`src/rtl/xbus_pkg.sv`:
```
package xbus_pkg;
  typedef enum logic [2:0] {
    ST_IDLE = 3'd0,
    ST_REQ  = 3'd1,
    ST_TX   = 3'd2,
    ST_RX   = 3'd3,
    ST_COL  = 3'd4
  } xst_e;

  localparam int unsigned NIB_W_DEF = 4;
  localparam int unsigned SYNC_DEF  = 2;
endpackage

```
`src/rtl/xbus_sync.sv`:
```
module xbus_sync #(
  parameter int unsigned W      = 1,
  parameter int unsigned STAGES = 2,
  parameter logic [W-1:0] RST_VAL = '0
) (
  input  logic         clk,
  input  logic         rst_n,
  input  logic [W-1:0] d,
  output logic [W-1:0] q
);
  logic [W-1:0] pipe [STAGES];

  for (genvar g = 0; g < STAGES; g++) begin : g_stage
    if (g == 0) begin : g_first
      always_ff @(posedge clk or negedge rst_n) begin
        if (!rst_n) pipe[0] <= RST_VAL;
        else        pipe[0] <= d;
      end
    end else begin : g_next
      always_ff @(posedge clk or negedge rst_n) begin
        if (!rst_n) pipe[g] <= RST_VAL;
        else        pipe[g] <= pipe[g-1];
      end
    end
  end

  assign q = pipe[STAGES-1];
endmodule

```
`src/rtl/xbus_fsm.sv`:
```
module xbus_fsm
  import xbus_pkg::*;
(
  input  logic clk,
  input  logic rst_n,
  input  logic loc_carrier,
  input  logic loc_one_left,
  input  logic tx_err,
  input  logic en_s,
  input  logic col_s,
  output xst_e state_q,
  output logic bus_oe,
  output logic bus_err_o
);
  xst_e st_d;
  logic owns_d;

  always_comb begin
    st_d = state_q;
    case (state_q)
      ST_IDLE: begin
        if (loc_carrier)  st_d = ST_REQ;
        else if (en_s)    st_d = ST_RX;
      end
      ST_REQ: begin
        if (col_s)             st_d = ST_COL;
        else if (en_s)         st_d = ST_TX;
        else if (!loc_carrier) st_d = ST_IDLE;
      end
      ST_TX: begin
        if (col_s)                       st_d = ST_COL;
        else if (!loc_carrier && !en_s)  st_d = ST_IDLE;
      end
      ST_COL: begin
        if (!col_s && !loc_carrier && !en_s) st_d = ST_IDLE;
      end
      ST_RX: begin
        if (!en_s) st_d = ST_IDLE;
      end
      default: st_d = ST_IDLE;
    endcase
  end

  assign owns_d = (st_d == ST_TX) || (st_d == ST_COL);

  always_ff @(posedge clk or negedge rst_n) begin
    if (!rst_n) begin
      state_q   <= ST_IDLE;
      bus_oe    <= 1'b0;
      bus_err_o <= 1'b0;
    end else begin
      state_q <= st_d;
      bus_oe  <= owns_d && en_s;
      if (st_d == ST_COL)     bus_err_o <= loc_one_left;
      else if (st_d == ST_TX) bus_err_o <= tx_err;
      else                    bus_err_o <= 1'b0;
    end
  end

  // the enable may only rise out of a state that already requested the bus
  assert_oe_after_request_R2: assert property (@(posedge clk) disable iff (!rst_n)
    $rose(bus_oe) |-> ($past(state_q) != ST_IDLE && $past(state_q) != ST_RX));

  assert_rx_no_drive_R3: assert property (@(posedge clk) disable iff (!rst_n)
    (state_q == ST_RX) |-> !bus_oe);

  assert_col_entry_R6: assert property (@(posedge clk) disable iff (!rst_n)
    ((state_q == ST_REQ || state_q == ST_TX) && col_s) |=> (state_q == ST_COL));

  assert_idle_return_R10: assert property (@(posedge clk) disable iff (!rst_n)
    ((state_q == ST_TX || state_q == ST_COL) && !loc_carrier && !en_s && !col_s)
      |=> (state_q == ST_IDLE));
endmodule

```
`src/rtl/xbus_tx.sv`:
```
module xbus_tx #(
  parameter int unsigned NIB_W = 4
) (
  input  logic             clk,
  input  logic             rst_n,
  input  logic             active,
  input  logic             tx_valid,
  input  logic [NIB_W-1:0] tx_data,
  output logic             tx_ready,
  output logic             clk_o,
  output logic [NIB_W-1:0] dat_o
);
  logic phase_hi;

  always_ff @(posedge clk or negedge rst_n) begin
    if (!rst_n) begin
      phase_hi <= 1'b0;
      clk_o    <= 1'b0;
      dat_o    <= '0;
    end else if (!active) begin
      phase_hi <= 1'b0;
      clk_o    <= 1'b0;
    end else if (phase_hi) begin
      clk_o    <= 1'b1;
      phase_hi <= 1'b0;
    end else begin
      clk_o <= 1'b0;
      if (tx_valid) begin
        dat_o    <= tx_data;
        phase_hi <= 1'b1;
      end
    end
  end

  assign tx_ready = active && !phase_hi;

  assert_clk_single_high_R4: assert property (@(posedge clk) disable iff (!rst_n)
    clk_o |=> !clk_o);

  assert_dat_stable_R4: assert property (@(posedge clk) disable iff (!rst_n)
    $rose(clk_o) |-> $stable(dat_o));

  assert_no_strobe_idle_R5: assert property (@(posedge clk) disable iff (!rst_n)
    (!active) |=> !clk_o);
endmodule

```
`src/rtl/xbus_rx.sv`:
```
module xbus_rx #(
  parameter int unsigned NIB_W = 4
) (
  input  logic             clk,
  input  logic             rst_n,
  input  logic             active,
  input  logic             clk_s,
  input  logic             jam_s,
  input  logic             err_s,
  input  logic [NIB_W-1:0] dat_s,
  output logic             rx_valid,
  output logic [NIB_W-1:0] rx_data,
  output logic             rx_err,
  output logic [1:0]       rem_coll
);
  logic clk_prev;

  always_ff @(posedge clk or negedge rst_n) begin
    if (!rst_n) clk_prev <= 1'b0;
    else        clk_prev <= clk_s;
  end

  assign rx_valid = active && clk_s && !clk_prev;
  assign rx_data  = dat_s;
  assign rx_err   = active && err_s && !jam_s;
  assign rem_coll = (active && jam_s) ? (err_s ? 2'b10 : 2'b01) : 2'b00;

  assert_rx_single_pulse_R3: assert property (@(posedge clk) disable iff (!rst_n)
    rx_valid |=> !rx_valid);
endmodule

```
`src/rtl/xbus_port_ctrl.sv`:
```
module xbus_port_ctrl
  import xbus_pkg::*;
#(
  parameter int unsigned NIB_W  = NIB_W_DEF,
  parameter int unsigned STAGES = SYNC_DEF
) (
  input  logic             clk,
  input  logic             rst_n,
  input  logic             loc_carrier,
  input  logic             loc_one_left,
  input  logic             tx_valid,
  output logic             tx_ready,
  input  logic [NIB_W-1:0] tx_data,
  input  logic             tx_err,
  output logic             rx_valid,
  output logic [NIB_W-1:0] rx_data,
  output logic             rx_err,
  output logic [1:0]       rem_coll,
  output logic             bus_carrier_n,
  input  logic             bus_en,
  input  logic             bus_col_n,
  output logic             bus_oe,
  output logic             bus_clk_o,
  input  logic             bus_clk_i,
  output logic             bus_jam_o,
  input  logic             bus_jam_i,
  output logic             bus_err_o,
  input  logic             bus_err_i,
  output logic [NIB_W-1:0] bus_dat_o,
  input  logic [NIB_W-1:0] bus_dat_i
);
  localparam int unsigned SW = NIB_W + 5;
  localparam logic [SW-1:0] SYNC_RST = {1'b0, 1'b1, 3'b000, {NIB_W{1'b0}}};

  logic [SW-1:0]    sync_q;
  logic             en_s, col_n_s, clk_s, jam_s, err_s;
  logic [NIB_W-1:0] dat_s;
  xst_e             state_q;

  xbus_sync #(.W(SW), .STAGES(STAGES), .RST_VAL(SYNC_RST)) u_sync (
    .clk   (clk),
    .rst_n (rst_n),
    .d     ({bus_en, bus_col_n, bus_clk_i, bus_jam_i, bus_err_i, bus_dat_i}),
    .q     (sync_q)
  );

  assign {en_s, col_n_s, clk_s, jam_s, err_s, dat_s} = sync_q;

  xbus_fsm u_fsm (
    .clk          (clk),
    .rst_n        (rst_n),
    .loc_carrier  (loc_carrier),
    .loc_one_left (loc_one_left),
    .tx_err       (tx_err),
    .en_s         (en_s),
    .col_s        (!col_n_s),
    .state_q      (state_q),
    .bus_oe       (bus_oe),
    .bus_err_o    (bus_err_o)
  );

  xbus_tx #(.NIB_W(NIB_W)) u_tx (
    .clk      (clk),
    .rst_n    (rst_n),
    .active   ((state_q == ST_TX) && bus_oe),
    .tx_valid (tx_valid),
    .tx_data  (tx_data),
    .tx_ready (tx_ready),
    .clk_o    (bus_clk_o),
    .dat_o    (bus_dat_o)
  );

  xbus_rx #(.NIB_W(NIB_W)) u_rx (
    .clk      (clk),
    .rst_n    (rst_n),
    .active   (state_q == ST_RX),
    .clk_s    (clk_s),
    .jam_s    (jam_s),
    .err_s    (err_s),
    .dat_s    (dat_s),
    .rx_valid (rx_valid),
    .rx_data  (rx_data),
    .rx_err   (rx_err),
    .rem_coll (rem_coll)
  );

  assign bus_carrier_n = !((state_q == ST_REQ) || (state_q == ST_TX) || (state_q == ST_COL));
  assign bus_jam_o     = (state_q == ST_COL);

  assert_carrier_with_oe_R1: assert property (@(posedge clk) disable iff (!rst_n)
    bus_oe |-> !bus_carrier_n);

  assert_tx_no_jam_R8: assert property (@(posedge clk) disable iff (!rst_n)
    tx_ready |-> !bus_jam_o);
endmodule

```
`config.mk`:
```
export PLATFORM = sky130hd
export DESIGN_NAME = xbus_port_ctrl
export DESIGN_NICKNAME = d
export VERILOG_FILES = /design/src/rtl/xbus_pkg.sv /design/src/rtl/xbus_sync.sv /design/src/rtl/xbus_fsm.sv /design/src/rtl/xbus_tx.sv /design/src/rtl/xbus_rx.sv /design/src/rtl/xbus_port_ctrl.sv
export SDC_FILE = /design/constraint.sdc
export NUM_CORES = 1
export LEC_CHECK = 0
export BUFFER_PORTS_ARGS = -buffer_cell sky130_fd_sc_hd__buf_2
export CAP_MARGIN = 10
export CORE_MARGIN = 2
export CORE_UTILIZATION = 45
export CTS_CLUSTER_SIZE = 40
export DETAILED_ROUTE_END_ITERATION = 10
export GPL_TIMING_DRIVEN = 0
export PLACE_DENSITY = 0.81
export SYNTH_ARGS = -nofsm -noshare
export SYNTH_HDL_FRONTEND = slang
export SYNTH_SLANG_ARGS = --single-unit
```
`constraint.sdc`:
```
create_clock -name clk -period 1.8 [get_ports clk]
set_clock_uncertainty 0.15 [all_clocks]
set_input_delay 0.18 -clock clk [delete_from_list [all_inputs] [get_ports clk]]
set_output_delay 0.18 -clock clk [all_outputs]
set_load 0.05 [all_outputs]
```
==> impl_metrics.py, run 1 <==
metrics = {
    "clock_tree": {
        "numClockSinks": 30,
        "root_buffer": "clkbuf_4",
        "clk_path_buf_depth": 2,
        "cts_tree": "yes",
        "clk_pin_slew_ns": 0.08,
        "cts-buffers-inserted": 5,
        "clk_latency_ns": 0.32,
        "h-tree-depth": 2,
    },
    "floorplan": {
        "die_x_um": 54.2,
        "initial_utilization_pct": 46.7,
        "ios": 37,
        "coreArea_um2": 2430,
        "rows": 18,
        "dieArea_um2": 2940,
        "die_h_um": 54.2,
    },
    "logic_synthesis": {
        "synth-seq-cells": 30,
        "synth_xor_area_share_pct": 2.32,
        "netlist_area_um2": 1130,
        "postSynthAreaPerCell_um2": 14.4,
        "synth_nets": 98,
        "synth-simple-area-share_pct": 13.5,
        "muxShareOfSynthArea_pct": 5.29,
        "ys_types": 26,
        "seq_area_frac_synth_pct": 66.4,
        "synth_top_family_by_area": "simple AND/OR/NAND/NOR gates",
        "syn_inst": 79,
        "synth_fa_ha_area_share_pct": 0,
        "synth_compound_area_share_pct": 4.74,
        "ys_warn_count": 0,
    },
    "global_routing": {
        "grtUsageTotal_pct": 18.6,
        "antenna_found_initial": 0,
        "grt_max_degree": 31,
        "grt_pass1_wl_um": 3480,
        "grt_pass1_vias": 799,
        "grt_overflow": 0,
    },
    "pwr": {
        "p_int_w": 0.00146,
        "switchingPower_w": 0.000994,
        "pwr-share-seq_pct": 35.3,
        "p_per_area_nw_per_um2": 1450,
        "vdd_ir_drop_max_v": 0.00116,
        "switching_share_pct": 40.4,
        "power.leakage_nw": 0.839,
        "power_frac_comb_pct": 48.2,
        "clock_power_share_pct": 16.5,
    },
    "sta": {
        "hold_viol_final": 0,
        "slew_headroom_pct": 59.0,
        "max_freq_ghz": 0.551,
        "setup_violations": 1,
        "fin_ws_ns": -0.0158,
        "fin_crit_ns": 1.82,
        "rsz0062_at_grt": "yes",
        "worst_pin_slew_ns": 0.615,
        "timing.final.crit_share_pct": 101,
        "slew_viol_final": 0,
    },
    "setup_path": {
        "worstPathMaxFanout": 6,
        "r2r_setup_slack_ns": 0.06,
        "worstRegToRegCells": 5,
        "path_class": "flip-flop to output pin",
        "cp_slowest_cell": "dfrtp_2",
        "critPathRequiredTime_ns": 1.47,
        "crit_buf_inv": 1,
        "path_cells": "nand3b_1 -> nor3_2 -> buf_6",
        "worst_setup_path_start_kind": "flip-flop",
        "cpLargestDelayFamily": "simple AND/OR/NAND/NOR gates",
        "reg2reg_to": "u_tx.dat_o[3]",
        "cp-end-kind": "output pin",
        "slowest_delay_ns": 0.44,
        "critPathArrivalTime_ns": 1.49,
        "timing.rr.start": "u_fsm.state_q[2]",
    },
    "drt": {
        "wl_um": 2360,
        "drc": 0,
        "dr_total_vias": 862,
        "postRouteAntennaNets": 0,
        "routedWlPerCell_um": 13.3,
        "viasPerCell": 4.87,
        "drt-initial-drc-count": 16,
        "drt-pass1-iter-count": 4,
    },
    "finish": {
        "fin_nets": 165,
        "drive_gt1_share_pct": 51.7,
        "syn2layout_area_growth_pct": 49.5,
        "mostFrequentLayoutCell": "buf_2",
        "fin_area_um2": 1700,
        "final_cell_mix": "29 x buf_2, 26 x dfrtp_1, 17 x dlygate4sd3_1, 13 x buf_4",
        "final_cells": 177,
        "utilization_pct": 69.8,
        "n_antenna_cell": 0,
    },
    "job": {
        "maxCapViolCount": 0,
    },
    "worst_hold_path": {
        "min_to": "u_fsm.state_q[0]",
        "hp-class": "primary input to flip-flop",
        "whs_path_depth": 3,
        "min_from": "loc_carrier",
    },
    "placement": {
        "place_area_um2": 1370,
        "io_buffers": 36,
        "place_ws_ns": 0.131,
        "hpwlAfterDp_um": 1430,
        "gp_congestion": 0.819,
        "dp_cells": 145,
    },
    "run_status": {
        "failed_checks": "setup timing",
        "outcome": "finished, violations left",
    },
}
-- cells by family after synthesis --
group,after synthesis
AOI/OAI and AO/OA,8
xor gates and xnor gates,3
buffers and inverters,13
DFF,30
muxes,4
and+or+nand+nor,21
-- power groups by stage --
stage                     clock network [W]  registers (W)  logic [W]
after floorplan                           0        0.00110   0.000601
after global placement                    0       0.000871    0.00101
after detailed placement                  0       0.000876    0.00104
after CTS                          0.000416       0.000863    0.00113
after global routing               0.000454       0.000879    0.00125
final                              0.000405       0.000868    0.00119
-- flip-flops by register name, summed over array words and instances (netlist names) --
name and count:
u_tx.phase_hi 1, u_tx.clk_o 1, u_rx.clk_prev 1, u_sync.q 9, u_fsm.bus_err_o 1, u_tx.dat_o 4, u_fsm.state_q 3, u_sync.pipe 9
u_fsm.bus_oe 1
-- per-stage QoR --
stage / total power, W / TNS, ns / hold slack (ns)
3_3_place_gp: 0.00188 / 0 / 0.0721
3_5_place_dp: 0.00192 / 0 / 0.0880
5_1_grt: 0.00258 / -0.301 / 0.0837
2_1_floorplan: 0.00170 / -2.35 / -0.266
4_1_cts: 0.00241 / -0.113 / 0.00911
6_report: 0.00246 / -0.0158 / 0.0277
-- cell type report --
cell class	instances	area, um^2
Inverter	6	22.5
Sequential cell	30	756
Buffer	6	55.1
Timing Repair Buffer	61	447
Multi-Input combinational cell	36	320
Tap cell	30	37.5
Clock buffer	8	58.8
Fill cell	175	736
-- routing by layer --
metal | GRT usage [%] | up-vias | wire, um
met4 | 14.2 | 0 | 103
li1 | - | 396 | -
met1 | 18.9 | 428 | 859
met3 | 6.56 | 10 | 99
met2 | 31.1 | 28 | 1290
met5 | 0 | - | 0
-- tightest hold or removal path, stage by stage --
cell and delay (ns):
buf_2 0.11, a32oi_1 0.09, nor2_1 0.08
-- repair_timing --
| action | in CTS | in global routing |
|---|---|---|
| setup buffers | 4 | 4 |
| endpoints found under the hold margin | 43 | 0 |
| endpoints found under the setup margin | 5 | 9 |
| pin swaps | 2 | 4 |
| hold buffers | 17 | 0 |
| gates resized for setup | 8 | 9 |
-- how the worst max path moves through the flow --
stage / from / end / depth (start not counted)
2_1_floorplan: u_fsm.state_q[2] / rem_coll[0] / 3
3_3_place_gp: u_fsm.state_q[1] / u_tx.dat_o[1] / 5
3_5_place_dp: u_fsm.state_q[1] / u_tx.dat_o[3] / 5
4_1_cts: u_fsm.state_q[2] / rx_valid / 4
5_1_grt: u_fsm.state_q[2] / rem_coll[0] / 3
6_report: u_fsm.state_q[2] / rem_coll[0] / 3
-- Yosys cell counts (all sizes together) --
cell type  instances  area (um^2)
a22o               1         8.76
a32oi              1         8.76
buf                6         52.6
clkbuf             1         13.8
dfrtp             28          701
dfstp              2         52.6
inv                6         22.5
mux2               4         60.1
nand2              3         18.8
nand2b             1         8.76
nand3b             1         7.51
nor2               3         11.3
nor3               6         35.0
nor3b              2         15.0
nor4               2         27.5
nor4b              2         17.5
o21a               1         7.51
o21ai              4         20.0
o22a               1         8.76
or3                1         11.3
xnor2              2         17.5
xor2               1         8.76
Note: power is estimated with default switching activity, not from simulation.
==> inputs of run 2 (changes only) <==
CORE_MARGIN = default   (was 2)
PLACE_DENSITY = 0.8   (was 0.81)
SYNTH_HIERARCHICAL = 1   (was default)
==> impl_metrics.py, run 2 <==
metrics = {
    "run_status": {
        "outcome": "completed",
    },
    "setup_path": {
        "critPathRequiredTime_ns": 1.47,
        "r2r_setup_slack_ns": 0.15,
        "slowest_delay_ns": 0.45,
        "worstRegToRegCells": 6,
        "cp_slowest_cell": "dfrtp_2",
        "path_class": "flip-flop to output pin",
        "cp-end-kind": "output pin",
        "reg2reg_to": "u_fsm/bus_err_o",
        "worst_setup_path_start_kind": "flip-flop",
        "worstPathMaxFanout": 6,
        "path_cells": "and4bb_2 -> nor2b_2 -> buf_6",
        "timing.rr.start": "u_sync/q[7]",
        "critPathArrivalTime_ns": 1.41,
    },
    "clock_tree": {
        "cts-buffers-inserted": 5,
        "cts_tree": "yes",
        "clk_pin_slew_ns": 0.08,
        "numClockSinks": 30,
        "clk_path_buf_depth": 2,
        "clk_latency_ns": 0.31,
        "root_buffer": "clkbuf_4",
        "h-tree-depth": 2,
    },
    "sta": {
        "hold_slack_ns": 0.0337,
        "slew_viol_final": 0,
        "setup_violations": 0,
        "slew_headroom_pct": 58.5,
        "hold_viol_final": 0,
        "timing.final.crit_share_pct": 96.8,
        "fin_crit_ns": 1.74,
        "worst_pin_slew_ns": 0.623,
        "max_freq_ghz": 0.574,
    },
    "logic_synthesis": {
        "synth_commonest_cells": "28 x dfrtp_1, 13 x buf_4, 4 x mux2_4, 4 x nor2_1, 4 x o21ai_0",
        "ys_warn_count": 6,
        "synth-seq-cells": 30,
        "seq_area_frac_synth_pct": 62.4,
        "yosysTopAreaCell": "dfrtp_1",
        "netlist_area_um2": 1210,
        "postSynthAreaPerCell_um2": 13.7,
        "ys_types": 33,
        "async_reset_ff_share_pct": 100,
        "yosys.area.top_type_share_pct": 58.0,
        "dominantRegCellSynth": "dfrtp_1",
        "synth_nets": 107,
        "syn_inst": 88,
        "synth-edff-count": 0,
        "synth_most_common_cell": "dfrtp_1",
        "synth.area.top_cells": "dfrtp_1 58%, buf_4 8.1%, mux2_4 5.0%",
    },
    "global_routing": {
        "grt_pass1_wl_um": 3510,
        "grt_max_degree": 31,
        "antenna_found_initial": 0,
        "grt_overflow": 0,
        "grtUsageTotal_pct": 18.3,
        "grt_pass1_vias": 807,
    },
    "drt": {
        "viasPerCell": 4.69,
        "routedWlPerCell_um": 12.9,
        "dr_total_vias": 845,
        "drt-initial-drc-count": 18,
        "drt-pass1-iter-count": 4,
        "wl_um": 2310,
        "drc": 0,
        "postRouteAntennaNets": 0,
    },
    "finish": {
        "fin_area_um2": 1710,
        "n_antenna_cell": 0,
        "drive_gt1_share_pct": 53.3,
        "fin_nets": 169,
        "mostFrequentLayoutCell": "buf_2",
        "final_cells": 180,
        "final_cell_mix": "36 x buf_2, 25 x dfrtp_1, 17 x buf_4, 16 x dlygate4sd3_1, 5 x clkbuf_4",
        "syn2layout_area_growth_pct": 41.6,
    },
    "worst_hold_path": {
        "hp-class": "primary input to flip-flop",
        "whs_path_depth": 3,
        "min_from": "tx_valid",
        "min_to": "u_tx/phase_hi",
    },
    "placement": {
        "hpwlAfterDp_um": 1410,
        "gp_congestion": 0.749,
        "io_buffers": 36,
        "dp_cells": 154,
        "place_area_um2": 1430,
    },
    "job": {
        "maxCapViolCount": 0,
    },
    "pwr": {
        "vdd_ir_drop_max_v": 0.00124,
        "power.leakage_nw": 0.913,
        "p_per_area_nw_per_um2": 1400,
    },
    "floorplan": {
        "dieArea_um2": 2890,
        "ios": 37,
        "coreArea_um2": 2500,
        "rows": 18,
        "initial_utilization_pct": 48.3,
        "die_x_um": 53.8,
        "die_h_um": 53.8,
    },
}
run 2: cell types whose count changed after synthesis, sizes merged, moves of 2 or more:
| cell | change |
|---|---|
| nand2 | -3 |
| nor4 | -2 |
| xnor2 | -2 |
| inv | -2 |
| buf | +10 |
| nor3 | -5 |
| nor4b | -2 |
| and3 | +2 |
| a31oi | +2 |
| and3b | +4 |
run 2: area by class of cell:
type | instances | area (um^2)
inverter | 4 | 15.0
timing repair buffer | 55 | 372
buffer | 16 | 119
fill | 167 | 791
clock buffer | 6 | 51.3
sequential | 30 | 757
multi-input combinational | 38 | 328
clock inverter | 1 | 30.0
tap | 30 | 37.5
run 2: stage by stage:
step / TNS, ns / util [%] / total power [W] / setup slack [ns]
2_1_floorplan: 0 / - / 0.00159 / 0.0478
3_3_place_gp: 0 / 57.3 / 0.00176 / 0.196
3_5_place_dp: 0 / 57.3 / 0.00179 / 0.161
4_1_cts: 0 / 67.5 / 0.00237 / 0.000578
5_1_grt: -0.0148 / 68.4 / 0.00251 / -0.0148
6_report: 0 / 68.4 / 0.00240 / 0.0582
run 2: critical path: cells and delay by family, from the launching register on:
kind / cells / cell delay, ns
AND/OR/NAND/NOR: 2 / 0.49
flip-flops: 1 / 0.45
buffers and inverters: 1 / 0.17
run 2: how the worst max path moves through the flow:
stage | startpoint | to | slack, ns
final | u_fsm/state_q[0] | tx_ready | 0.06
after global routing | u_fsm/state_q[0] | tx_ready | -0.01
after CTS | u_fsm/state_q[2] | rx_err | 0.0006
after detailed placement | u_sync/q[7] | u_fsm/bus_err_o | 0.16
after global placement | u_sync/q[7] | u_fsm/bus_err_o | 0.20
after floorplan | u_fsm/bus_oe | tx_ready | 0.05
run 2: power by group:
| group | total, W | internal [W] | switching [W] |
|---|---|---|---|
| registers | 0.000880 | 0.000794 | 0.0000855 |
| logic | 0.000982 | 0.000361 | 0.000621 |
| clock network | 0.000536 | 0.000323 | 0.000213 |
| total | 0.00240 | 0.00148 | 0.000919 |
run 2: routing by layer:
layer,GRT usage [%],up-vias,wire [um]
met5,0,-,0
met4,5.26,0,6
li1,-,413,-
met3,6.50,2,139
met2,32.3,31,1310
met1,20.6,399,858
run 2: repair_timing:
action / 4_1_cts / 5_1_grt
endpoints found under the hold margin: 42 / 0
resized for setup: 3 / 3
hold buffers: 16 / 0
setup buffers: 1 / 2
pin swaps: 1 / 0
setup endpoints to repair: 5 / 5
run 2: logic make-up (layout without fill, tap and decap cells):
| group | count (synthesis) | after routing | share of synthesized area (%) |
|---|---|---|---|
| compound gates | 13 | 13 | 7.56 |
| xor+xnor | 1 | 1 | 0.726 |
| buf+inv | 20 | 82 | 11.1 |
| flops | 30 | 30 | 62.4 |
| mux | 5 | 5 | 5.80 |
| simple gates | 19 | 19 | 12.4 |
